$ cat src/rtl/pci_tgt_pkg.sv
package pci_tgt_pkg;
  typedef enum logic [1:0] {
    SP_NONE = 2'b00,
    SP_CFG  = 2'b01,
    SP_IO   = 2'b10,
    SP_MEM  = 2'b11
  } space_e;

  typedef enum logic [2:0] {
    S_IDLE,
    S_BUSY,   // another target's transaction, wait for bus idle
    S_DEC,    // medium decode slot, lines not driven
    S_RSTB,   // read strobe to user, target wait state
    S_ACK,    // trdy asserted
    S_WSTB,   // write strobe to user, target wait state
    S_TURN    // drive control lines high before release
  } state_e;

  // C/BE# values during the address phase
  localparam logic [3:0] CMD_IO_RD  = 4'b0010;
  localparam logic [3:0] CMD_IO_WR  = 4'b0011;
  localparam logic [3:0] CMD_MEM_RD = 4'b0110;
  localparam logic [3:0] CMD_MEM_WR = 4'b0111;
  localparam logic [3:0] CMD_CFG_RD = 4'b1010;
  localparam logic [3:0] CMD_CFG_WR = 4'b1011;
endpackage

$ cat src/rtl/pci_tgt_decode.sv
module pci_tgt_decode
  import pci_tgt_pkg::*;
#(
  parameter int          DW       = 32,
  parameter logic [31:0] IO_BASE  = 32'h0000_1000,
  parameter logic [31:0] IO_MASK  = 32'hFFFF_FF00,
  parameter logic [31:0] MEM_BASE = 32'h8000_0000,
  parameter logic [31:0] MEM_MASK = 32'hFFF0_0000
) (
  input  logic [DW-1:0] ad_i,
  input  logic [3:0]    cbe_ni,
  input  logic          idsel_i,
  output logic          hit_o,
  output logic          rd_cmd_o,
  output space_e        space_o
);
  logic io_win, mem_win;

  assign io_win  = (ad_i & DW'(IO_MASK))  == DW'(IO_BASE);
  assign mem_win = (ad_i & DW'(MEM_MASK)) == DW'(MEM_BASE);

  always_comb begin
    space_o = SP_NONE;
    unique case (cbe_ni)
      CMD_IO_RD,  CMD_IO_WR:  if (io_win)  space_o = SP_IO;
      CMD_MEM_RD, CMD_MEM_WR: if (mem_win) space_o = SP_MEM;
      CMD_CFG_RD, CMD_CFG_WR: if (idsel_i) space_o = SP_CFG;
      default:                space_o = SP_NONE;
    endcase
  end

  assign hit_o    = (space_o != SP_NONE);
  assign rd_cmd_o = ~cbe_ni[0];
endmodule

$ cat src/rtl/pci_tgt_fsm.sv
module pci_tgt_fsm
  import pci_tgt_pkg::*;
(
  input  logic   clk_i,
  input  logic   rst_ni,
  input  logic   frame_ni,
  input  logic   irdy_ni,
  input  logic   hit_i,
  input  logic   rd_cmd_i,
  input  space_e space_i,
  output logic   ad_oe_o,
  output logic   tgt_oe_o,
  output logic   trdy_no,
  output logic   devsel_no,
  output logic   stop_no,
  output logic   usr_rd_o,
  output logic   usr_wr_o,
  output space_e space_o,
  output logic   addr_ld_o,
  output logic   addr_inc_o,
  output logic   rd_ld_o,
  output logic   wd_ld_o
);
  state_e st_q, st_d;
  logic   rd_q, last_q;
  space_e space_q;
  logic   xfer;

  assign xfer = (st_q == S_ACK) && !irdy_ni;

  always_comb begin
    st_d = st_q;
    unique case (st_q)
      S_IDLE: if (!frame_ni) st_d = hit_i ? S_DEC : S_BUSY;
      S_BUSY: if (frame_ni && irdy_ni) st_d = S_IDLE;
      S_DEC:  st_d = rd_q ? S_RSTB : S_ACK;
      S_RSTB: st_d = S_ACK;
      S_ACK:  if (xfer) st_d = !rd_q ? S_WSTB : (frame_ni ? S_TURN : S_RSTB);
      S_WSTB: st_d = last_q ? S_IDLE : S_ACK;
      S_TURN: st_d = S_IDLE;
      default: st_d = S_IDLE;
    endcase
  end

  always_ff @(posedge clk_i or negedge rst_ni) begin
    if (!rst_ni) begin
      st_q    <= S_IDLE;
      rd_q    <= 1'b0;
      last_q  <= 1'b0;
      space_q <= SP_NONE;
    end else begin
      st_q <= st_d;
      if (st_q == S_IDLE && !frame_ni && hit_i) begin
        rd_q    <= rd_cmd_i;
        space_q <= space_i;
        last_q  <= 1'b0;
      end
      if (xfer) last_q <= frame_ni;
    end
  end

  assign tgt_oe_o   = (st_q == S_RSTB) || (st_q == S_ACK) || (st_q == S_WSTB) || (st_q == S_TURN);
  assign devsel_no  = !((st_q == S_RSTB) || (st_q == S_ACK) || (st_q == S_WSTB && !last_q));
  assign trdy_no    = (st_q != S_ACK);
  assign stop_no    = 1'b1;
  assign ad_oe_o    = rd_q && ((st_q == S_RSTB) || (st_q == S_ACK));
  assign usr_rd_o   = (st_q == S_RSTB);
  assign usr_wr_o   = (st_q == S_WSTB);
  assign space_o    = space_q;
  assign addr_ld_o  = (st_q == S_IDLE) && !frame_ni;
  assign addr_inc_o = (xfer && rd_q) || (st_q == S_WSTB);
  assign rd_ld_o    = (st_q == S_RSTB);
  assign wd_ld_o    = xfer && !rd_q;

  assert_strobe_excl_R5: assert property (@(posedge clk_i) disable iff (!rst_ni)
    !(usr_rd_o && usr_wr_o));
  assert_ad_claimed_R4: assert property (@(posedge clk_i) disable iff (!rst_ni)
    ad_oe_o |-> (tgt_oe_o && !devsel_no));
  assert_trdy_devsel_R3: assert property (@(posedge clk_i) disable iff (!rst_ni)
    !trdy_no |-> !devsel_no);
  assert_trdy_hold_R6: assert property (@(posedge clk_i) disable iff (!rst_ni)
    (!trdy_no && irdy_ni) |=> (!trdy_no && !usr_rd_o && !usr_wr_o));
  assert_release_R8: assert property (@(posedge clk_i) disable iff (!rst_ni)
    $rose(devsel_no) |=> !tgt_oe_o);
  assert_no_stop_R9: assert property (@(posedge clk_i) disable iff (!rst_ni)
    tgt_oe_o |-> stop_no);
endmodule

$ cat src/rtl/pci_tgt_dpath.sv
module pci_tgt_dpath #(
  parameter int DW       = 32,
  parameter int RST_SYNC = 2
) (
  input  logic          clk_i,
  input  logic          rst_ni,
  input  logic [DW-1:0] ad_i,
  input  logic [DW-1:0] usr_rdata_i,
  input  logic          addr_ld_i,
  input  logic          addr_inc_i,
  input  logic          rd_ld_i,
  input  logic          wd_ld_i,
  output logic [DW-1:0] addr_o,
  output logic [DW-1:0] rdata_o,
  output logic [DW-1:0] wdata_o,
  output logic          usr_rst_no
);
  localparam int STEP = DW / 8;

  logic [DW-1:0]       addr_q, rdata_q, wdata_q;
  logic [RST_SYNC-1:0] sync_q;

  always_ff @(posedge clk_i or negedge rst_ni) begin
    if (!rst_ni) begin
      addr_q  <= '0;
      rdata_q <= '0;
      wdata_q <= '0;
    end else begin
      if (addr_ld_i)       addr_q <= ad_i;
      else if (addr_inc_i) addr_q <= addr_q + DW'(STEP);
      if (rd_ld_i) rdata_q <= usr_rdata_i;
      if (wd_ld_i) wdata_q <= ad_i;
    end
  end

  generate
    if (RST_SYNC == 1) begin : g_sync1
      always_ff @(posedge clk_i or negedge rst_ni)
        if (!rst_ni) sync_q <= '0;
        else         sync_q <= 1'b1;
    end else begin : g_syncn
      always_ff @(posedge clk_i or negedge rst_ni)
        if (!rst_ni) sync_q <= '0;
        else         sync_q <= {sync_q[RST_SYNC-2:0], 1'b1};
    end
  endgenerate

  assign addr_o     = addr_q;
  assign rdata_o    = rdata_q;
  assign wdata_o    = wdata_q;
  assign usr_rst_no = sync_q[RST_SYNC-1];
endmodule

$ cat src/rtl/pci_tgt_ctrl.sv
module pci_tgt_ctrl
  import pci_tgt_pkg::*;
#(
  parameter int          DW       = 32,
  parameter int          RST_SYNC = 2,
  parameter logic [31:0] IO_BASE  = 32'h0000_1000,
  parameter logic [31:0] IO_MASK  = 32'hFFFF_FF00,
  parameter logic [31:0] MEM_BASE = 32'h8000_0000,
  parameter logic [31:0] MEM_MASK = 32'hFFF0_0000
) (
  input  logic          clk_i,
  input  logic          rst_ni,
  input  logic          frame_ni,
  input  logic          irdy_ni,
  input  logic          idsel_i,
  input  logic [3:0]    cbe_ni,
  input  logic [DW-1:0] ad_i,
  output logic [DW-1:0] ad_o,
  output logic          ad_oe_o,
  output logic          trdy_no,
  output logic          devsel_no,
  output logic          stop_no,
  output logic          tgt_oe_o,
  output logic          usr_rst_no,
  output logic [DW-1:0] usr_addr_o,
  output logic [DW-1:0] usr_wdata_o,
  input  logic [DW-1:0] usr_rdata_i,
  output logic          usr_rd_o,
  output logic          usr_wr_o,
  output logic [1:0]    usr_space_o
);
  logic   hit, rd_cmd, addr_ld, addr_inc, rd_ld, wd_ld;
  space_e dec_space, cur_space;

  pci_tgt_decode #(
    .DW(DW), .IO_BASE(IO_BASE), .IO_MASK(IO_MASK),
    .MEM_BASE(MEM_BASE), .MEM_MASK(MEM_MASK)
  ) u_dec (
    .ad_i(ad_i), .cbe_ni(cbe_ni), .idsel_i(idsel_i),
    .hit_o(hit), .rd_cmd_o(rd_cmd), .space_o(dec_space)
  );

  pci_tgt_fsm u_fsm (
    .clk_i(clk_i), .rst_ni(rst_ni), .frame_ni(frame_ni), .irdy_ni(irdy_ni),
    .hit_i(hit), .rd_cmd_i(rd_cmd), .space_i(dec_space),
    .ad_oe_o(ad_oe_o), .tgt_oe_o(tgt_oe_o), .trdy_no(trdy_no),
    .devsel_no(devsel_no), .stop_no(stop_no),
    .usr_rd_o(usr_rd_o), .usr_wr_o(usr_wr_o), .space_o(cur_space),
    .addr_ld_o(addr_ld), .addr_inc_o(addr_inc), .rd_ld_o(rd_ld), .wd_ld_o(wd_ld)
  );

  pci_tgt_dpath #(.DW(DW), .RST_SYNC(RST_SYNC)) u_dp (
    .clk_i(clk_i), .rst_ni(rst_ni), .ad_i(ad_i), .usr_rdata_i(usr_rdata_i),
    .addr_ld_i(addr_ld), .addr_inc_i(addr_inc), .rd_ld_i(rd_ld), .wd_ld_i(wd_ld),
    .addr_o(usr_addr_o), .rdata_o(ad_o), .wdata_o(usr_wdata_o),
    .usr_rst_no(usr_rst_no)
  );

  assign usr_space_o = cur_space;

  assert_strobe_space_R10: assert property (@(posedge clk_i) disable iff (!rst_ni)
    (usr_rd_o || usr_wr_o) |-> (usr_space_o != 2'b00));
  assert_reset_quiet_R1: assert property (@(posedge clk_i)
    !rst_ni |-> (!tgt_oe_o && !ad_oe_o && !usr_rd_o && !usr_wr_o));
endmodule

$ cat config.mk
export PLATFORM = sky130hd
export DESIGN_NAME = pci_tgt_ctrl
export DESIGN_NICKNAME = d
export VERILOG_FILES = /design/src/rtl/pci_tgt_pkg.sv /design/src/rtl/pci_tgt_decode.sv /design/src/rtl/pci_tgt_fsm.sv /design/src/rtl/pci_tgt_dpath.sv /design/src/rtl/pci_tgt_ctrl.sv
export SDC_FILE = /design/constraint.sdc
export NUM_CORES = 1
export LEC_CHECK = 0
export BUFFER_PORTS_ARGS = -buffer_cell sky130_fd_sc_hd__buf_4
export CORE_UTILIZATION = 49
export DETAILED_ROUTE_END_ITERATION = 8
export GPL_TIMING_DRIVEN = 0
export PLACE_DENSITY = 0.9
export REMOVE_ABC_BUFFERS = 1
export SYNTH_ARGS = -nofsm -noshare
export SYNTH_HDL_FRONTEND = slang
export SYNTH_SLANG_ARGS = --single-unit
$ cat constraint.sdc
create_clock -name clk_i -period 2.9 [get_ports clk_i]
set_clock_uncertainty 0.2 [all_clocks]
set_input_delay 0.145 -clock clk_i [delete_from_list [all_inputs] [get_ports clk_i]]
set_output_delay 0.145 -clock clk_i [all_outputs]
set_load 0.03 [all_outputs]
* After elaboration in Yosys (flattened, before gate mapping) *
Cells that the tools add are included.

cells by class
  add/sub/neg operators = 1
  eq/ne operators = 18
  bitwise gates (word level) = 1
  reductions and logical operators = 26
  muxes and demuxes = 17

operators by type and width
  kind                   count
  $mux 32                2
  $add 32x3->32 const B  1
  $eq 24x5->1 const B    1
  $mux 3                 7
  $pmux 3 s6             1
  $eq 12x12->1 const B   1
  $eq 3x3->1 const B     3
  $eq 4x2->1 const B     2
  $eq 4x3->1 const B     2
  $eq 4x4->1 const B     2
  $logic_and 1x1->1      8
  $eq 3x2->1 const B     2
  $mux 2                 3
  $pmux 2 s3             1
  $reduce_bool 2->1      3
  $reduce_or 2->1        3
  $logic_not 1->1        5
  $logic_or 1x1->1       5
  $ne 2x1->1 const B     2
  $eq 3x1->1 const B     1
  $logic_not 3->1        1
  $mux 1                 3
  $ne 3x3->1 const B     1
  $reduce_and 3->1       1
  2 further kinds        2

word-level totals
  register bits after elaboration = 105
  input bits = 73

* Depth between registers and ports, before layout *
Gate-level depths: netlist of the first run.

  depth in word-level cells = 7
  depth in mapped cells = 7

* Cells and area by module *
A second synthesis of the first run with hierarchy kept.

unflattened totals
  cells, all modules = 414
  area total of the unflattened synthesis = 4,817.1 um2

by module, submodules not included
  module          sequential area each (um2)  times used  area each (um2)  cells each
  pci_tgt_dpath   2,452.4                     1           4,201.5          343
  pci_tgt_fsm     175.2                       1           501.7            54
  pci_tgt_decode  0.0                         1           113.9            17

* Worst setup path after synthesis of the first run *
No wires, ideal clock.

  kind = reg2reg
  from = register u_dp.addr_q[16] (netlist: u_dp.addr_o[16])
  to = register u_dp.addr_q[31] (netlist: u_dp.addr_o[31])
  data arrival time = 2.316 ns
  clock period less this slack = 2.585 ns
  data required time = 2.631 ns
  buffers on the path = 1
  setup slack = 0.315 ns
  cell stages (with the launch flop) = 7
  path through = dfrtp_1 nand3_2 or3_1 buf_2 or4_4 or4_1 nand3_1

on the way
  word-level cells in the longest chain between the ends = 3

ends and longest elaborated chain
  element                   RTL line             source
  start: declaration        pci_tgt_dpath.sv:20  logic [DW-1:0] addr_q, rdata_q, wdata_q;
  start signal: assignment  pci_tgt_dpath.sv:29  if (addr_ld_i) addr_q <= ad_i;
  start signal: assignment  pci_tgt_dpath.sv:30  else if (addr_inc_i) addr_q <= addr_q + DW'(STEP);
  $add 32x3->32             pci_tgt_dpath.sv:30
  $mux 32                   pci_tgt_dpath.sv:30
  $mux 32                   pci_tgt_dpath.sv:29

Every way passes these cells. The select of a mux whose other input is x is not followed.
A chain may end at the register's enable or synchronous reset.

* Final worst setup path of the first run *
  from = input port ad_i[8]
  to = register u_fsm.rd_q

on the way
  word-level cells in the longest chain between the ends = 5

ends and longest elaborated chain
  element                 RTL line              source
  start: declaration      pci_tgt_ctrl.sv:17    input logic [DW-1:0] ad_i,
  $eq 24x5->1             pci_tgt_decode.sv:19  assign io_win = (ad_i & DW'(IO_MASK)) == DW'(IO_BASE);
  $mux 2                  pci_tgt_decode.sv:25  CMD_IO_RD, CMD_IO_WR: if (io_win) space_o = SP_IO;
  $pmux 2 s3              pci_tgt_decode.sv:24  unique case (cbe_ni)
  $reduce_bool 2->1       pci_tgt_decode.sv:32  assign hit_o = (space_o != SP_NONE);
  $logic_and 1x1->1       pci_tgt_fsm.sv:53     if (st_q == S_IDLE && !frame_ni && hit_i) begin
  end signal: assignment  pci_tgt_fsm.sv:54     rd_q <= rd_cmd_i;
  end: declaration        pci_tgt_fsm.sv:25     logic rd_q, last_q;

Every way passes these cells.

==> impl_metrics.tcl, run 1 <==
set metrics [dict create \
    drv_slew 0 \
    critical_path.slowest_cell "dlygate4sd3_1" \
    min_period_ps 2751 \
    port_buffers 177 \
    setup_tns_ps 0 \
    required_ps 3000 \
    synth.most_common_cell "nand2_1" \
    crit_buf_inv 3 \
    post_cts_buffers 0 \
    grt_pass1_vias 4664 \
    synth_area_leaders "dfrtp_1 56%, nand2_1 12%, mux2_2 7.2%" \
    syn_inst 476 \
    grt_remaining_overflow 0 \
    clockBufferDepth 2 \
    critPathArrivalTime_ps 2850 \
    cp-start-kind "input port" \
    synthDistinctLibCells 48 \
    synth.yosys.seq_area_share_pct 55.61 \
    clk-insertion-delay-late_ps 370 \
    worst_pin_slew_ps 908.8 \
    ios 179 \
    ant_nets 0 \
    fin_area_um2 7206 \
    root_buffer "clkbuf_8" \
    die_h_um 100.2 \
    ir_drop_mv 0.6168 \
    core_um2 9284 \
    critical_path_class "in2reg" \
    synth-warning-count 0 \
    synth_top_area_share_pct 55.61 \
    max_stage_delay_ps 580 \
    gr-usage-all-layers_pct 29.95 \
    placed_area_um2 6193 \
    vias 4520 \
    grt_pass1_wl_mm 22.91 \
    avgSynthCellArea_um2 9.925 \
    nets 797 \
    drt_iter0_drc 165 \
    setup_viol 0 \
    path_delay_family "buffers and inverters" \
    crit_path_frequent_cell "dlygate4sd3_1" \
    h-tree-depth 3 \
    start_util_pct 50.89 \
    outcome "finished, final reports clean" \
    num_rows 35 \
    end_kind "flop" \
    wl_mm 14.61 \
    gp_congestion 0.8128 \
    cts_tree "done" \
    cap_violations 0 \
    r2r_slack_ps 160 \
    dr.pass1.iters 5 \
    power_leakage_nw 3.311 \
    drive_gt1_share_pct 32.97 \
    synthArstFlopShare_pct 100.0 \
    die-area_um2 10040 \
    dieWidth_um 100.2 \
    min_path_type "in2reg" \
    cts_num_sinks 105 \
    wl_per_cell_um 17.05 \
    critPathMaxFanout 4 \
    pwr_density_cell_nw_per_um2 1048 \
    drc 0 \
    syn_to_final_growth_pct 52.52 \
    insertedDiodeCount 0 \
    path_cells "dlygate4sd3_1, buf_4, nor4_1, a41oi_1, o21a_1, nand2b_1, o21ai_0, dlygate4sd3_1" \
    antenna_found_initial 0 \
    fmax_mhz 363.6 \
    relSlewSlack_pct 39.35 \
    synth_commonest_cells "146 x nand2_1, 105 x dfrtp_1, 30 x mux2_2" \
    finalHoldViolations 0 \
    synth_seq_cells 105 \
    dp_hpwl_mm 8.996 \
    rsz0062_at_grt "false" \
    fin_crit_sh_pct 94.85 \
    clkTransAtPathRegs_ps 100 \
    synth_edf_count 0 \
    synth_area_um2 4725 \
    grt_max_degree 106 \
    synth_largest_area_cell "dfrtp_1" \
    cts-buffers-inserted 9 \
    viasPerCell 5.274 \
    ys.flop_type "dfrtp_1" \
]
[stage by stage]
stage               power (W)  instances  util, %  setup slack, ps  hold slack [ps]
finish               0.007554        857    77.61            149.4            118.0
global route         0.007925        857    77.61            24.93            125.4
floorplan            0.004807        454        -            -2418           -350.6
detailed placement   0.006344        767    66.71           -662.9            137.7
CTS                  0.007468        855    76.95            114.9            110.4
global placement     0.006184        760    65.94            -4505            133.0
[path summary, 6_finish.rpt]
path,startpoint,endpoint,cells after the start
worst max-delay path,ad_i[8],u_fsm.rd_q,8
worst min-delay path,cbe_ni[3],u_fsm.space_o[0],5
worst max register to register,u_fsm.st_q[2],u_dp.addr_o[31],5
worst min register to register,u_dp.sync_q[0],u_dp.sync_q[1],0
max in group asynchronous,rst_ni,u_dp.addr_o[9],4
min in group asynchronous,rst_ni,u_dp.rdata_o[19],3
[logic make-up after synthesis]
logic type	count (synthesis)	synth area share, %
other cells	1	0.07937
simple gates	228	21.95
buf+inv	28	2.436
compound gates	52	6.568
flops	105	55.61
xor+xnor	26	4.820
fa+ha+maj	1	0.2648
mux	35	8.263
[worst reg2reg max path, delay by kind of cell (launching register included)]
| kind | cells | cell delay [ps] |
|---|---|---|
| compound gates | 1 | 360 |
| flops | 1 | 590 |
| simple gates | 4 | 1520 |
[power breakdown]
group | total [W] | internal, W | switching, W | leakage [nW]
Combinational | 0.00377 | 0.00150 | 0.00227 | 1.98
Clock | 0.00103 | 0.000495 | 0.000534 | 0.111
Sequential | 0.00275 | 0.00212 | 0.000638 | 1.22
Total | 0.00755 | 0.00411 | 0.00344 | 3.31
[cell type report]
| class | count | area, µm² |
|---|---|---|
| Timing Repair Buffer | 258 | 2151 |
| Multi-Input combinational cell | 344 | 2019 |
| Sequential cell | 105 | 2628 |
| Clock inverter | 7 | 98.84 |
| Tap cell | 129 | 161.4 |
| Fill cell | 575 | 2078 |
| Clock buffer | 9 | 123.9 |
| Inverter | 5 | 23.77 |
[what timing repair did]
| item | CTS | global route |
|---|---|---|
| setup endpoints to repair | 34 | 26 |
| cloned | 0 | 0 |
| hold endpoints to repair | 206 | 6 |
| hold buffers | 72 | 1 |
| resized for setup | 3 | 3 |
[sequential cells by signal, summed over array words and instances, names as in the netlist]
signal,count
u_fsm.space_o,2
u_fsm.last_q,1
u_fsm.rd_q,1
u_dp.addr_o,32
u_dp.sync_q,2
u_dp.rdata_o,32
u_fsm.st_q,3
u_dp.wdata_o,32
[cells in the final DEF, fill, tap and decap left out, types with 8 or more instances in the layout]
cell           count
buf_4            181
nand2_1          145
dfrtp_1          105
dlygate4sd3_1     73
mux2_2            30
o21ai_0           26
nor2_1            21
xnor2_1           17
nor4_1            11
xor2_1             9
clkbuf_8           9
nor3_1             8
[metal layers]
layer	part of all wire (%)	global-route usage (%)
met5	0	0
met4	3.4	15.16
met3	6.9	7.103
met2	51	52.74
met1	39	33.97
(Power assumes the default switching activity.)
==> inputs of run 2 (changes only) <==
- ABC_AREA: unset -> 1
- CORE_UTILIZATION: 49 -> 50
- PLACE_DENSITY: 0.9 -> 0.79
==> run 2 against run 1 <==
Effect of this change:
- register-to-register slack improved by 150 ps
- maximum frequency rose by 6.0%
- via count rose by 26%
- clock power fell by 6%
- die area rose by 12%
- count of clock-buffer cells in the layout rose by 2
- combinational power rose by 16%
- sequential cell count did not move
- non-clock buffer count fell by 9
- total power rose by 7.1%
- sequential power barely moved
- critical endpoint is now u_dp.addr_o[18]
- highest routed layer unchanged
==> impl_metrics.tcl, run 2 <==
set metrics [dict create \
    outcome "finished, final reports clean" \
    crit_buf_inv 2 \
    power_leakage_nw 3.936 \
    finalHoldViolations 0 \
    die_h_um 106.0 \
    ios 179 \
    num_rows 37 \
    viasPerCell 5.161 \
    insertedDiodeCount 0 \
    antenna_found_initial 0 \
    ir_drop_mv 0.6296 \
    synth.most_common_cell "nand2_1" \
    clkTransAtPathRegs_ps 100 \
    grt_max_degree 106 \
    synth.yosys.seq_area_share_pct 48.60 \
    port_buffers 177 \
    dp_hpwl_mm 10.99 \
    core_um2 10420 \
    critical_path.slowest_cell "dfrtp_1" \
    rr_endpoint "u_dp.addr_o[18]" \
    synth_commonest_cells "287 x nand2_1, 105 x dfrtp_1, 72 x inv_1" \
    drt_iter0_drc 533 \
    critical_path_class "reg2reg" \
    r2r_slack_ps 310 \
    clk-insertion-delay-late_ps 400 \
    gr-usage-all-layers_pct 30.22 \
    synth_area_um2 5406 \
    synth_edf_count 0 \
    vias 5708 \
    synth_largest_area_cell "dfrtp_1" \
    cts-buffers-inserted 9 \
    synth_area_leaders "dfrtp_1 49%, nand2_1 20%, o21ai_0 6.1%" \
    dieWidth_um 106.0 \
    layout_commonest_cell "nand2_1" \
    nets 1039 \
    endpoint "u_dp.addr_o[18]" \
    gp_congestion 0.9065 \
    ys.flop_type "dfrtp_1" \
    clockBufferDepth 2 \
    drc 0 \
    h-tree-depth 3 \
    dpl.cell_count 1016 \
    ant_nets 0 \
    critPathMaxFanout 37 \
    syn_to_final_growth_pct 43.62 \
    regToRegStartpoint "u_fsm.st_q[2]" \
    fmax_mhz 385.4 \
    die-area_um2 11230 \
    root_buffer "clkbuf_8" \
    crit_path_frequent_cell "inv_4" \
    cp-start-kind "flop" \
    start_util_pct 51.90 \
    wl_per_cell_um 15.13 \
    drv_slew 0 \
    grt_remaining_overflow 0 \
    critPathArrivalTime_ps 2710 \
    cap_violations 0 \
    fin_crit_sh_pct 89.48 \
    holdWs_ps 78.90 \
    min_path_type "in2reg" \
    end_kind "flop" \
    worst_pin_slew_ps 999.5 \
    min_period_ps 2595 \
    avgSynthCellArea_um2 7.447 \
    synthArstFlopShare_pct 100.0 \
    syn_inst 726 \
    required_ps 3010 \
    cts_tree "done" \
    synth_seq_cells 105 \
    synth_top_area_share_pct 48.60 \
    path_delay_family "simple AND/OR/NAND/NOR gates" \
    rsz0062_at_grt "false" \
    synthDistinctLibCells 35 \
    finalNonFillerCells 1106 \
    max_stage_delay_ps 490 \
    critPathLaunch "u_fsm.st_q[2]" \
    wl_mm 16.73 \
    synth-warning-count 0 \
    grt_pass1_vias 5535 \
    post_cts_buffers 0 \
    utilization_pct 74.55 \
    pwr_density_cell_nw_per_um2 1041 \
    path_cells "nor2_4, nand2_4, nor2_8, inv_4, nand3_4, inv_4, a21oi_1, nand2_1, o21ai_0" \
    cts_num_sinks 105 \
    grt_pass1_wl_mm 26.48 \
    layout_common_cells "286 x nand2_1, 176 x buf_4, 105 x dfrtp_1" \
    drive_gt1_share_pct 23.40 \
    cp.depth 9 \
    dr.pass1.iters 5 \
    setup_viol 0 \
    relSlewSlack_pct 33.13 \
    reg2reg_depth 9 \
]
[run 2: changes by cell type after synthesis, moves of 14 or more]
cell / delta
nand3_1: +32
nor2_1: +29
inv_1: +68
nand2_1: +141
mux2_2: -28
xnor2_1: -14
o21ai_0: +40
[run 2: final cells by class]
| type | count | area, µm² |
|---|---|---|
| inverter | 76 | 294.0 |
| multi-input combinational | 523 | 2394 |
| fill | 805 | 2651 |
| sequential | 105 | 2628 |
| timing repair buffer | 249 | 2071 |
| clock buffer | 11 | 141.4 |
| clock inverter | 5 | 62.56 |
| tap | 136 | 170.2 |
| timing repair inverter | 1 | 5.005 |
[run 2: cell families (layout without fill, tap and decap cells)]
logic type	after synthesis	count (layout)	synth area share (%)
compound gates	104	104	10.83
xor+xnor	4	4	0.6481
fa+ha+maj	1	1	0.2314
buf+inv	100	342	7.683
flops	105	105	48.60
mux	2	2	0.4165
other cells	1	2	0.06936
simple gates	409	410	31.52
[run 2: worst min-delay path by stage]
stage | start | endpoint | cells after the start
global placement | u_dp.sync_q[0] | u_dp.sync_q[1] | 0
finish | cbe_ni[1] | u_fsm.space_o[0] | 7
CTS | cbe_ni[1] | u_fsm.space_o[0] | 7
global route | cbe_ni[3] | u_fsm.st_q[1] | 5
floorplan | rst_ni | u_dp.addr_o[0] | 0
detailed placement | u_dp.sync_q[0] | u_dp.sync_q[1] | 0
[run 2: report_power, final]
group          internal, W  total, W  switching, W
Sequential         0.00214   0.00273      0.000588
Combinational      0.00154   0.00439       0.00285
Clock             0.000428  0.000964      0.000537
[run 2: tightest hold or removal path, cell delays in order]
cell and delay, ps:
buf_4 120, nand2_1 60, nor3_1 40, nand2_1 120
nand2_1 60, nand2_1 60, nand2_1 40
[run 2: metrics by stage]
step / worst slack [ps] / cell area (µm²) / setup TNS, ps / total power (W)
5_1_grt: 144.6 / 7765 / 0 / 0.008550
3_3_place_gp: -333.1 / 6784 / -5136 / 0.006830
6_report: 305.2 / 7765 / 0 / 0.008087
4_1_cts: 57.07 / 7705 / 0 / 0.008019
3_5_place_dp: -355.5 / 6787 / -6497 / 0.006962
2_1_floorplan: 355.0 / 5285 / 0 / 0.005276
[run 2: timing repair]
item / 4_1_cts / 5_1_grt
gates resized for setup: 2 / 1
cloned: 1 / 1
pin swaps: 0 / 1
endpoints found under the hold margin: 207 / 4
endpoints found under the setup margin: 34 / 23
hold buffers: 70 / 1
[run 2: metal layers]
| metal | global-route usage, % | up-vias | wire length [µm] |
|---|---|---|---|
| met4 | 15.77 | 0 | 672 |
| met1 | 36.75 | 2687 | 6867 |
| met3 | 7.235 | 53 | 865 |
| met2 | 49.91 | 203 | 8323 |
| li1 | - | 2765 | - |
| met5 | 0 | - | 0 |
==> inputs of run 3 (changes only) <==
- CORE_UTILIZATION: 50 -> 46
- PLACE_DENSITY: 0.79 -> 0.77
- TNS_END_PERCENT: unset -> 50
- clock period: 2.9 -> 2.2 ns (I/O delays scaled with it)
==> run 3 against run 2 <==
Effect of this change:
- first-iteration DRC count grew 2.6%
- critical path depth shrank 5
- largest power group unchanged
- worst setup slack got worse by 180 ps
- critical path type is now reg2out
- hold slack lost 14 ps
- wire length shrank 1.3%
- die area is 8.5% higher
- via count fell by 0.82%
- sequential power up 31%
- sequential share of layout area decreased by 0.81 points
==> impl_metrics.tcl, run 3 (synthesis gave the netlist of run 2 again) <==
set metrics [dict create \
    outcome "finished, final reports clean" \
    pwr_density_cell_nw_per_um2 1400 \
    drc 0 \
    clockBufferDepth 2 \
    vias 5661 \
    p_int_w 0.005926 \
    gp_congestion 0.9163 \
    combPwrFrac_pct 52.2 \
    cp-start-kind "flop" \
    syn_to_final_growth_pct 47.30 \
    required_ps 1890 \
    seqPwrFrac_pct 32.1 \
    fmax_mhz 483.0 \
    clkTransAtPathRegs_ps 70 \
    pwr-share-clk_pct 15.7 \
    grt_pass1_wl_mm 27.28 \
    holdPathStages 6 \
    grt_remaining_overflow 0 \
    n_fill_cell 923 \
    cts_tree "done" \
    holdWs_ps 65.01 \
    setup_viol 0 \
    wl_per_cell_um 14.79 \
    ir_drop_mv 0.9610 \
    utilization_pct 69.75 \
    switching_power_w 0.005224 \
    ant_nets 0 \
    fin_crit_sh_pct 94.11 \
    grt_pass1_vias 5551 \
    dieWidth_um 110.4 \
    min_path_type "in2reg" \
    port_buffers 177 \
    h-tree-depth 3 \
    cap_violations 0 \
    worst_pin_slew_ps 953.1 \
    setup_tns_ps 0 \
    critPathMaxFanout 38 \
    drv_slew 0 \
    clk-insertion-delay-late_ps 350 \
    start_util_pct 47.35 \
    layout_common_cells "286 x nand2_1, 179 x buf_4, 103 x dfrtp_1" \
    cts-buffers-inserted 9 \
    die-area_um2 12190 \
    end_kind "output pin" \
    switching_share_pct 46.85 \
    nets 1042 \
    power_w 0.01115 \
    drive_gt1_share_pct 24.56 \
    cts_num_sinks 105 \
    die_h_um 110.4 \
    layout_commonest_cell "nand2_1" \
    core_um2 11420 \
    reg2reg_depth 9 \
    gr-usage-all-layers_pct 28.16 \
    finalHoldViolations 0 \
    num_rows 39 \
    drt_iter0_drc 547 \
    dr.pass1.iters 5 \
    rsz0062_at_grt "false" \
    ff_latch_area_um2 2630 \
    insertedDiodeCount 0 \
    critPathArrivalTime_ps 1760 \
    ios 179 \
    power_leakage_nw 4.034 \
    viasPerCell 5.073 \
    dp_hpwl_mm 10.52 \
    root_buffer "clkbuf_16" \
    min_period_ps 2070 \
    antenna_found_initial 0 \
    critical_path_class "reg2out" \
    grt_max_degree 106 \
    wl_mm 16.51 \
    relSlewSlack_pct 36.46 \
    multiInputGateArea_um2 2429 \
]
run 3: area by class of cell:
type	count	area share [%]
clock buffer	11	3.048
clock inverter	5	0.9898
inverter	76	3.943
multi-input combinational	524	30.49
sequential	105	33.02
tap	143	2.247
timing repair buffer	251	26.16
timing repair inverter	1	0.09427
run 3: worst max-delay path, cell delays in order, from the launching register on:
cell	delay (ps)
dfrtp_2	460
inv_2	90
nand3_4	360
clkinvlp_4	290
buf_4	180
run 3: power groups by stage:
stage               Clock (W)  Sequential [W]  Combinational [W]
floorplan                   0         0.00518            0.00177
global placement            0         0.00354            0.00547
detailed placement          0         0.00356            0.00556
CTS                   0.00177         0.00356            0.00578
global route          0.00185         0.00372            0.00627
finish                0.00175         0.00358            0.00582
run 3: layer usage:
layer / track usage [%] / up-vias / share of wire, %
met4: 13.87 / 0 / 3.6
met5: 0 / - / 0
met1: 37.33 / 2629 / 43
met3: 4.281 / 45 / 5.2
li1: - / 2786 / -
met2: 45.09 / 201 / 48
run 3: stage by stage:
step	instances	worst slack [ps]	instance area, µm²
CTS	1114	-12.51	7928
finish	1116	129.6	7964
global placement	1023	-1199	6793
global route	1116	2.704	7964
detailed placement	1024	-1172	6823
floorplan	703	-345.0	5285
run 3: worst paths after layout:
check	slack (ps)	to	start
worst max-delay path	130	usr_rd_o	u_fsm.st_q[2]
worst min-delay path	70	u_fsm.st_q[0]	cbe_ni[3]
worst max register to register	150	u_dp.addr_o[18]	u_fsm.st_q[1]
worst min register to register	160	u_dp.sync_q[1]	u_dp.sync_q[0]
max in group asynchronous	850	u_fsm.st_q[2]	rst_ni
min in group asynchronous	240	u_dp.rdata_o[16]	rst_ni
run 3: timing repair:
| action | in CTS | in global routing |
|---|---|---|
| hold buffers | 70 | 0 |
| setup endpoints to repair | 67 | 28 |
| setup buffers | 1 | 2 |
| pin swaps | 2 | 2 |
| cloned | 3 | 0 |
| gates resized for setup | 14 | 5 |
| hold endpoints to repair | 205 | 0 |
